===== config.mk =====
export PLATFORM = sky130hd
export DESIGN_NAME = sirq_ctrl
export DESIGN_NICKNAME = d
export VERILOG_FILES = /design/src/rtl/sirq_pkg.sv /design/src/rtl/sirq_edge_det.sv /design/src/rtl/sirq_line_bank.sv /design/src/rtl/sirq_ctrl.sv
export SDC_FILE = /design/constraint.sdc
export NUM_CORES = 1
export LEC_CHECK = 0
export ABC_AREA = 1
export CORE_ASPECT_RATIO = 1.75
export CORE_MARGIN = 10
export CORE_UTILIZATION = 57
export DETAILED_ROUTE_END_ITERATION = 6
export DONT_BUFFER_PORTS = 1
export PLACE_DENSITY = 0.84
export SLEW_MARGIN = 25
export SYNTH_ARGS = -nofsm -noshare
export SYNTH_HDL_FRONTEND = slang
export SYNTH_SLANG_ARGS = --single-unit

===== constraint.sdc =====
create_clock -name clk -period 1.3 [get_ports clk]
set_input_delay 0.325 -clock clk [delete_from_list [all_inputs] [get_ports clk]]
set_output_delay 0.325 -clock clk [all_outputs]
set_load 0.01 [all_outputs]

===== src/rtl/sirq_pkg.sv =====
package sirq_pkg;
   localparam int NUM_LINES = 2;
   // control register bit positions
   localparam int CTRL_COR_BIT  = 0;
   localparam int CTRL_EXCL_BIT = 1;
   localparam int CTRL_BUF_BIT  = 2;
   localparam int CTRL_W        = 3;

   function automatic int bytes_for(input int bits);
      return (bits + 7) / 8;
   endfunction
endpackage


===== src/rtl/sirq_edge_det.sv =====
module sirq_edge_det #(
   parameter int N           = 8,
   parameter int SYNC_STAGES = 2
) (
   input  logic           clk,
   input  logic           rst_n,
   input  logic [N-1:0]   src_in,
   input  logic [2*N-1:0] edge_sel,
   output logic [N-1:0]   hit
);
   logic [N-1:0] sync_q [SYNC_STAGES];
   logic [N-1:0] prev_q;

   always_ff @(posedge clk or negedge rst_n) begin
      if (!rst_n) begin
         for (int s = 0; s < SYNC_STAGES; s++) sync_q[s] <= '0;
         prev_q <= '0;
      end else begin
         sync_q[0] <= src_in;
         for (int s = 1; s < SYNC_STAGES; s++) sync_q[s] <= sync_q[s-1];
         prev_q <= sync_q[SYNC_STAGES-1];
      end
   end

   for (genvar i = 0; i < N; i++) begin : g_src
      logic now_s;
      assign now_s  = sync_q[SYNC_STAGES-1][i];
      assign hit[i] = (edge_sel[2*i+1] &  now_s & ~prev_q[i])
                    | (edge_sel[2*i]   & ~now_s &  prev_q[i]);
   end
endmodule


===== src/rtl/sirq_line_bank.sv =====
module sirq_line_bank #(
   parameter int N = 8
) (
   input  logic         clk,
   input  logic         rst_n,
   input  logic         buf_en,
   input  logic [N-1:0] hit,
   input  logic [N-1:0] clr,
   input  logic [N-1:0] frc,
   input  logic [N-1:0] mask_we,
   input  logic [N-1:0] mask_wd,
   output logic [N-1:0] stat,
   output logic [N-1:0] pend,
   output logic [N-1:0] mask
);
   for (genvar i = 0; i < N; i++) begin : g_bit
      always_ff @(posedge clk or negedge rst_n) begin
         if (!rst_n) begin
            stat[i] <= 1'b0;
            pend[i] <= 1'b0;
            mask[i] <= 1'b1;
         end else begin
            if (mask_we[i]) mask[i] <= mask_wd[i];
            if (clr[i]) begin
               // new event wins over the clear; buffered event refills
               stat[i] <= hit[i] | frc[i] | pend[i];
               pend[i] <= pend[i] & hit[i];
            end else begin
               stat[i] <= stat[i] | hit[i] | frc[i];
               pend[i] <= pend[i] | (buf_en & stat[i] & hit[i]);
            end
         end
      end
   end
endmodule


===== src/rtl/sirq_ctrl.sv =====
module sirq_ctrl
   import sirq_pkg::*;
#(
   parameter int N           = 8,
   parameter int AW          = 4,
   parameter int SYNC_STAGES = 2
) (
   input  logic          clk,
   input  logic          rst_n,
   input  logic [N-1:0]  src_in,
   input  logic [AW-1:0] addr,
   input  logic [7:0]    wdata,
   input  logic          wr_en,
   input  logic          rd_en,
   output logic [7:0]    rdata,
   output logic [1:0]    irq_n
);
   localparam int NB        = bytes_for(N);
   localparam int NE        = bytes_for(2*N);
   localparam int A_CTRL    = 0;
   localparam int A_EDGE    = 1;
   localparam int A_LINE0   = A_EDGE + NE;
   localparam int LINE_SPAN = 3*NB;
   localparam int NREG      = A_LINE0 + NUM_LINES*LINE_SPAN;

   if (N < 1 || N > 32) begin : g_bad_n
      $error("sirq_ctrl: N must be 1..32");
   end
   if (NREG > (1 << AW)) begin : g_bad_aw
      $error("sirq_ctrl: AW too small for register map");
   end
   if (SYNC_STAGES < 2) begin : g_bad_sync
      $error("sirq_ctrl: SYNC_STAGES must be at least 2");
   end

   logic [CTRL_W-1:0] ctrl_q;
   logic [2*N-1:0]    edge_q;
   logic [N-1:0]      hit;
   logic              cor, excl, buf_en;

   logic [NUM_LINES-1:0][N-1:0] stat_v, pend_v, mask_v, hit_v;
   logic [NUM_LINES-1:0][N-1:0] clr_v, frc_v, mwe_v;

   assign cor    = ctrl_q[CTRL_COR_BIT];
   assign excl   = ctrl_q[CTRL_EXCL_BIT];
   assign buf_en = ctrl_q[CTRL_BUF_BIT];

   // control register
   always_ff @(posedge clk or negedge rst_n) begin
      if (!rst_n) ctrl_q <= '0;
      else if (wr_en && addr == AW'(A_CTRL)) ctrl_q <= wdata[CTRL_W-1:0];
   end

   // shared edge-select bits, byte-addressed, little-endian
   for (genvar p = 0; p < 2*N; p++) begin : g_edge
      localparam logic [AW-1:0] EA = AW'(A_EDGE + p/8);
      always_ff @(posedge clk or negedge rst_n) begin
         if (!rst_n) edge_q[p] <= 1'b0;
         else if (wr_en && addr == EA) edge_q[p] <= wdata[p%8];
      end
   end

   sirq_edge_det #(.N(N), .SYNC_STAGES(SYNC_STAGES)) u_edge (
      .clk(clk), .rst_n(rst_n), .src_in(src_in),
      .edge_sel(edge_q), .hit(hit)
   );

   // exclusive mode steers each event to one output
   assign hit_v[0] = hit & (~{N{excl}} | ~mask_v[0]);
   assign hit_v[1] = hit & (~{N{excl}} |  mask_v[0]);

   for (genvar k = 0; k < NUM_LINES; k++) begin : g_line
      for (genvar i = 0; i < N; i++) begin : g_dec
         localparam logic [AW-1:0] SA = AW'(A_LINE0 + k*LINE_SPAN + i/8);
         localparam logic [AW-1:0] MA = AW'(A_LINE0 + k*LINE_SPAN + NB + i/8);
         localparam logic [AW-1:0] FA = AW'(A_LINE0 + k*LINE_SPAN + 2*NB + i/8);
         assign clr_v[k][i] = (addr == SA) &
                              ((wr_en & ~cor & wdata[i%8]) | (rd_en & cor));
         assign frc_v[k][i] = wr_en & (addr == FA) & wdata[i%8];
         assign mwe_v[k][i] = wr_en & (addr == MA);
      end

      sirq_line_bank #(.N(N)) u_bank (
         .clk(clk), .rst_n(rst_n), .buf_en(buf_en),
         .hit(hit_v[k]), .clr(clr_v[k]), .frc(frc_v[k]),
         .mask_we(mwe_v[k]), .mask_wd({(N+7)/8{wdata}}[N-1:0]),
         .stat(stat_v[k]), .pend(pend_v[k]), .mask(mask_v[k])
      );

      assign irq_n[k] = ~|(stat_v[k] & ~mask_v[k]);
   end

   // read mux
   logic [8*NE-1:0] edge_pad;
   logic [8*NB-1:0] stat_pad [NUM_LINES];
   logic [8*NB-1:0] mask_pad [NUM_LINES];
   logic [7:0]      rd_byte;

   always_comb begin
      edge_pad = '0;
      edge_pad[2*N-1:0] = edge_q;
      for (int k = 0; k < NUM_LINES; k++) begin
         stat_pad[k] = '0;
         stat_pad[k][N-1:0] = stat_v[k];
         mask_pad[k] = '0;
         mask_pad[k][N-1:0] = mask_v[k];
      end
      rd_byte = '0;
      if (addr == AW'(A_CTRL)) rd_byte[CTRL_W-1:0] = ctrl_q;
      for (int b = 0; b < NE; b++)
         if (addr == AW'(A_EDGE + b)) rd_byte = edge_pad[8*b +: 8];
      for (int k = 0; k < NUM_LINES; k++)
         for (int b = 0; b < NB; b++) begin
            if (addr == AW'(A_LINE0 + k*LINE_SPAN + b))
               rd_byte = stat_pad[k][8*b +: 8];
            if (addr == AW'(A_LINE0 + k*LINE_SPAN + NB + b))
               rd_byte = mask_pad[k][8*b +: 8];
         end
   end

   always_ff @(posedge clk or negedge rst_n) begin
      if (!rst_n) rdata <= '0;
      else if (rd_en) rdata <= rd_byte;
   end
endmodule


Word-level counts from Yosys, hierarchy flattened
Index checks and enable logic that the tools add are counted.
{ "word_totals": {"register_bits": 99, "inputBits": 24, "out_inout_bits": 10, "wordCells": 372} }
{ "op_classes": {"n_eq_ne": 8, "mux": 39, "bitwise": 248, "reduce_logical": 8} }
{ "op_table": {"columns": ["operator", "count"], "rows": [
  ["AND 1 bit", 126],
  ["bitwise OR 1 bit", 96],
  ["two-way mux 8 bit", 6],
  ["AND 8 bit", 4],
  ["two-way mux 1 bit", 32],
  ["NOT 8 bit", 3],
  ["NOT 1 bit", 17],
  ["equality test 4 x 3 -> 1 bit (second input constant)", 4],
  ["bitwise OR 8 bit", 2],
  ["OR reduction 8 bit", 2],
  ["equality test 4 x 2 -> 1 bit (second input constant)", 2],
  ["equality test 4 x 1 -> 1 bit (second input constant)", 1],
  ["equality test 4 bit (second input constant)", 1],
  ["zero test 4 bit", 1],
  ["logical AND 1 bit", 3],
  ["two-way mux 3 bit", 1],
  ["zero test 1 bit", 2]
]} }

Depth between registers and ports, before layout
{ "logic_depth": {"depth_word": 8, "mapped_depth": 10, "mapped_depth_nobuf": 10} }

Modules after synthesis
Synthesis repeated with hierarchy kept, for this count alone.
{ "hier_totals": {"hier_cells": 723, "hier_area_um2": 5193.7} }
{ "modules_own_cells": {"columns": ["mod", "instances", "cells_each", "area_each_um2", "seq_area_each_um2"], "rows": [
  ["sirq_line_bank", 2, 161, 1146.1, 610.6],
  ["sirq_ctrl", 1, 337, 2130.8, 675.6],
  ["sirq_edge_det", 1, 64, 770.7, 600.6]
]} }

Worst setup path before layout
Ideal clock, no wire load.
{ "synth_timing": {"path_type": "input port to flip-flop", "start": "input wr_en", "end": "register g_line[0].u_bank.pend[0]", "setup_time_ns": 0.113, "t_arrival_ns": 1.245, "required_time_ns": 1.187, "slack_ns": -0.058, "stages": 7, "n_path_buf": 1, "path_cell_list": "buf_2 nand2_2 o21ai_0 nand2_1 a31o_2 nand2_1 inv_1"} }
{ "synth_between": {"elab_chain_len": 5} }
{ "synth_rtl": {"columns": ["item", "line", "text"], "rows": [
  ["start, declared", "sirq_ctrl.sv:13", "input logic wr_en,"],
  ["AND 1 bit (2 in a row)", "sirq_ctrl.sv:78", "((wr_en & ~cor & wdata[i%8]) | (rd_en & cor));"],
  ["bitwise OR 1 bit", "sirq_ctrl.sv:78", null],
  ["AND 1 bit", "sirq_ctrl.sv:77", "assign clr_v[k][i] = (addr == SA) &"],
  ["two-way mux 1 bit", "sirq_line_bank.sv:24", "if (clr[i]) begin"],
  ["end signal, assigned by index", "sirq_line_bank.sv:27", "pend[i] <= pend[i] & hit[i];"],
  ["end signal, assigned by index", "sirq_line_bank.sv:30", "pend[i] <= pend[i] | (buf_en & stat[i] & hit[i]);"],
  ["end, declared", "sirq_line_bank.sv:13", "output logic [N-1:0] pend,"]
]} }
No other way between the ends.
A chain may end at the register's enable or synchronous reset.

Worst setup path after layout
{ "layout_timing": {"start": "register g_line[0].u_bank.mask[6]", "end": "output irq_n[0]"} }
{ "layout_between": {"elab_chain_len": 4} }
{ "layout_rtl": {"columns": ["item", "line", "text"], "rows": [
  ["start, declared", "sirq_line_bank.sv:14", "output logic [N-1:0] mask"],
  ["start signal, assigned by index", "sirq_line_bank.sv:23", "if (mask_we[i]) mask[i] <= mask_wd[i];"],
  ["NOT 8 bit", "sirq_ctrl.sv:90", "assign irq_n[k] = ~|(stat_v[k] & ~mask_v[k]);"],
  ["AND 8 bit", "sirq_ctrl.sv:90", null],
  ["OR reduction 8 bit", "sirq_ctrl.sv:90", null],
  ["zero test 1 bit", "sirq_ctrl.sv:90", null],
  ["end, declared", "sirq_ctrl.sv:16", "output logic [1:0] irq_n"]
]} }
No other way between the ends.

==> metrics.txt <==
initial drt markers=344; layout cells sized above 1=slightly below 30%; Post-Syn Instances=570; TritonCTS clock tree=done; Die ar.=0.0123 mm²; cell area after synthesis=0.00465 mm²; final antenna-violating net count=0; DR pass1 iterations=5; final slew viol count=0; DP Worst Slack=-0.172 ns; largest net degree at the start of global routing=100; total CTS buffers=9; end of the worst register-to-register path=g_line[0].u_bank.pend[1]; fin crit period=1.70 ns; register area share after synthesis=53.7%; fillers=between 500 and 600; post-synthesis simple-gate area fraction=23.5%; top cells by area, synth=dfrtp_1 (45%), nand2_1 (14%), dfstp_2 (9.0%), o21ai_0 (6.2%), inv_1 (5.2%); Vias per Instance=~5.9; site row count=43; Setup violations, final=8; grt ovf=0; final setup margin=-0.404 ns; Final period util=131%; Clock Skews=approximately 0.0072 ns; clock-pin slew on the worst setup and hold paths=0.07 ns; max_slew headroom=a little under 80%; P&R area growth vs syn=28.2%; Post-synth top flop=dfrtp_1; final wirelength=13000 µm; diodes inserted=0; first-pass GRT wire length=20400 µm; most frequent cells in the layout=nand2_1 (147), dfrtp_1 (83), buf_4 (58), inv_1 (56), o21ai_1 (40); Leak=approximately 2.9 nW; RR Startpoint=ctrl_q[0]; Setup CP Type=flip-flop to primary output; run status=finished with violations; xor and xnor area share after synthesis=0%; total chip power=8.96 mW; # clock sinks=99; required time of the worst setup path=approximately 0.98 ns; Avg WL per Cell=17.7 µm; CORE AREA=0.00796 mm²; Synth Area in Compound Gates=between 15 and 20%; commonest non-fill, non-tap cell in the layout=nand2_1; Adder-Cell Fraction of Synth Area=0%; clock root cell=clkbuf_16; Remaining DRCs=0; Synthesized Nets=594; failing checks=hold timing, setup timing; hold slack final=-0.334 ns; Critical Path AT=around 1.4 ns; RD Place Congestion=0.923; DP HPWL=8800 µm; min-delay worst type=input pin to async pin; Distinct cells, synth=30; CP startpoint kind=flip-flop; synthesis-stage register bit count=99; Final #Nets=~660; Pwr Density=1500 mW/mm²; initial antenna violation count=0; Fmax achieved=0.587 GHz; number of max-cap violations=0; die outline width=between 80 and 90 µm; Synth top area share=44.6%; Async S/R FF share, synth=100%; most area-hungry cell type in the Yosys netlist=dfrtp_1; total I/O pin count=34; Syn Area/Cell=8.16 µm²; Die Y=about 140 µm; worst-path maximum fanout=2; buffers added on ports=0; initial core utilization=58.4%; H-tree depth=3; Post-CTS Hold Fix Bufs=8; Max clock buf depth=2; Hold Vio Cnt, Final=99; number of global-route vias before repair=4198; Ys Warns=0; Post-synth EDFFs=0; crit path capture type=primary output; largest family of logic cells by synthesized area=simple AND/OR/NAND/NOR gates; peak supply drop=878 µV; clk_lat worst skew=around 0.35 ns; register-to-register setup slack=-0.07 ns; RSZ-0062 raised after global routing=true; Worst-Margin Slew=roughly 0.33 ns; post-synthesis mux area share=0%; All-Layer GR Usage=around a fifth; R2R cell count=7; Vias=4309
==> cells by family (layout without fill, tap and decap cells) <==
kind of cell    count (synthesis)  in the layout
simple gates                  259            259
compound gates                125            125
buf+inv                        87            161
flops                          99             99
==> stage by stage <==
stage	setup TNS, ns	hold slack [ns]	area (µm²)	util, %	std cells
after floorplan	-0.0487	0.0294	4660	-	570
after global placement	-1.17	0.0333	5170	64.9	705
after detailed placement	-3.33	0.0330	5170	64.9	705
after CTS	-0.907	-0.337	5730	72.0	732
after global routing	-2.22	-0.344	5960	74.9	734
final	-1.03	-0.334	5960	74.9	734
==> cell usage after synthesis (2+ instances only) <==
library cell and count:
dfrtp_1 83, nor2_1 29, o21ai_1 30, nor3_1 2
buf_2 10, inv_1 65, o2bb2ai_1 3, o21ai_0 58
a31o_1 3, o22ai_1 3, nor2_4 3, nand2_1 177
inv_2 7, nand2_2 5, o2111ai_1 11, nor2_2 2
nand3_1 33, clkbuf_1 3, o211ai_1 4, nand4_1 5
dfstp_2 16, a21oi_1 10
==> layer usage <==
metal	up-vias	track usage, %	part of all wire, %
li1	2002	-	-
met1	2094	24.0	38
met2	170	34.9	50
met3	43	5.20	7.8
met4	0	11.6	3.9
met5	-	0	0
==> power by group <==
group | total, mW | switching [mW] | internal (mW)
clock | 2.85 | 1.16 | 1.69
combinational | 2.02 | 1.13 | 0.882
sequential | 4.10 | 0.405 | 3.69
==> worst max-delay path by stage <==
stage	startpoint	end	slack [ns]	depth (start not counted)
6_report	g_line[0].u_bank.mask[6]	irq_n[0]	-0.40	4
5_1_grt	g_line[0].u_bank.mask[6]	irq_n[0]	-0.47	4
4_1_cts	g_line[0].u_bank.mask[6]	irq_n[0]	-0.47	4
3_5_place_dp	ctrl_q[0]	g_line[0].u_bank.pend[5]	-0.17	8
3_3_place_gp	ctrl_q[0]	g_line[0].u_bank.pend[5]	-0.11	8
2_1_floorplan	wr_en	g_line[1].u_bank.pend[1]	-0.02	6
==> worst max-delay path, cell delays in order (launching register included) <==
cell and delay, ns:
dfstp_2 0.54, inv_2 0.04, nand2_2 0.07, o2111ai_4 0.15, nor3_4 0.23
==> layout make-up <==
cell class	count	area, µm²	share of cell area, %
flip-flops and latches	99	2500	41.9
multi-input cells	384	2150	36.1
repair buffers	73	612	10.3
inverters	72	270	4.53
clock buffers	10	229	3.84
well taps	90	113	1.89
clock inverters	6	90.1	1.51
==> registers in the layout, summed over array words and instances (netlist names) <==
signal	cells
u_edge.g_src.now_s	8
u_edge.prev_q	8
ctrl_q	3
g_line.u_bank.pend	16
g_line.u_bank.stat	16
u_edge.sync_q	8
edge_pad	16
rdata	8
g_line.u_bank.mask	16
==> what timing repair did <==
item                                    4_1_cts  5_1_grt
endpoints found under the hold margin       107       99
endpoints found under the setup margin       30       34
resized for setup                            45       73
buffers inserted                              3        3
pin swaps                                    16       28
No activity file was read; power rests on OpenSTA's default activity.
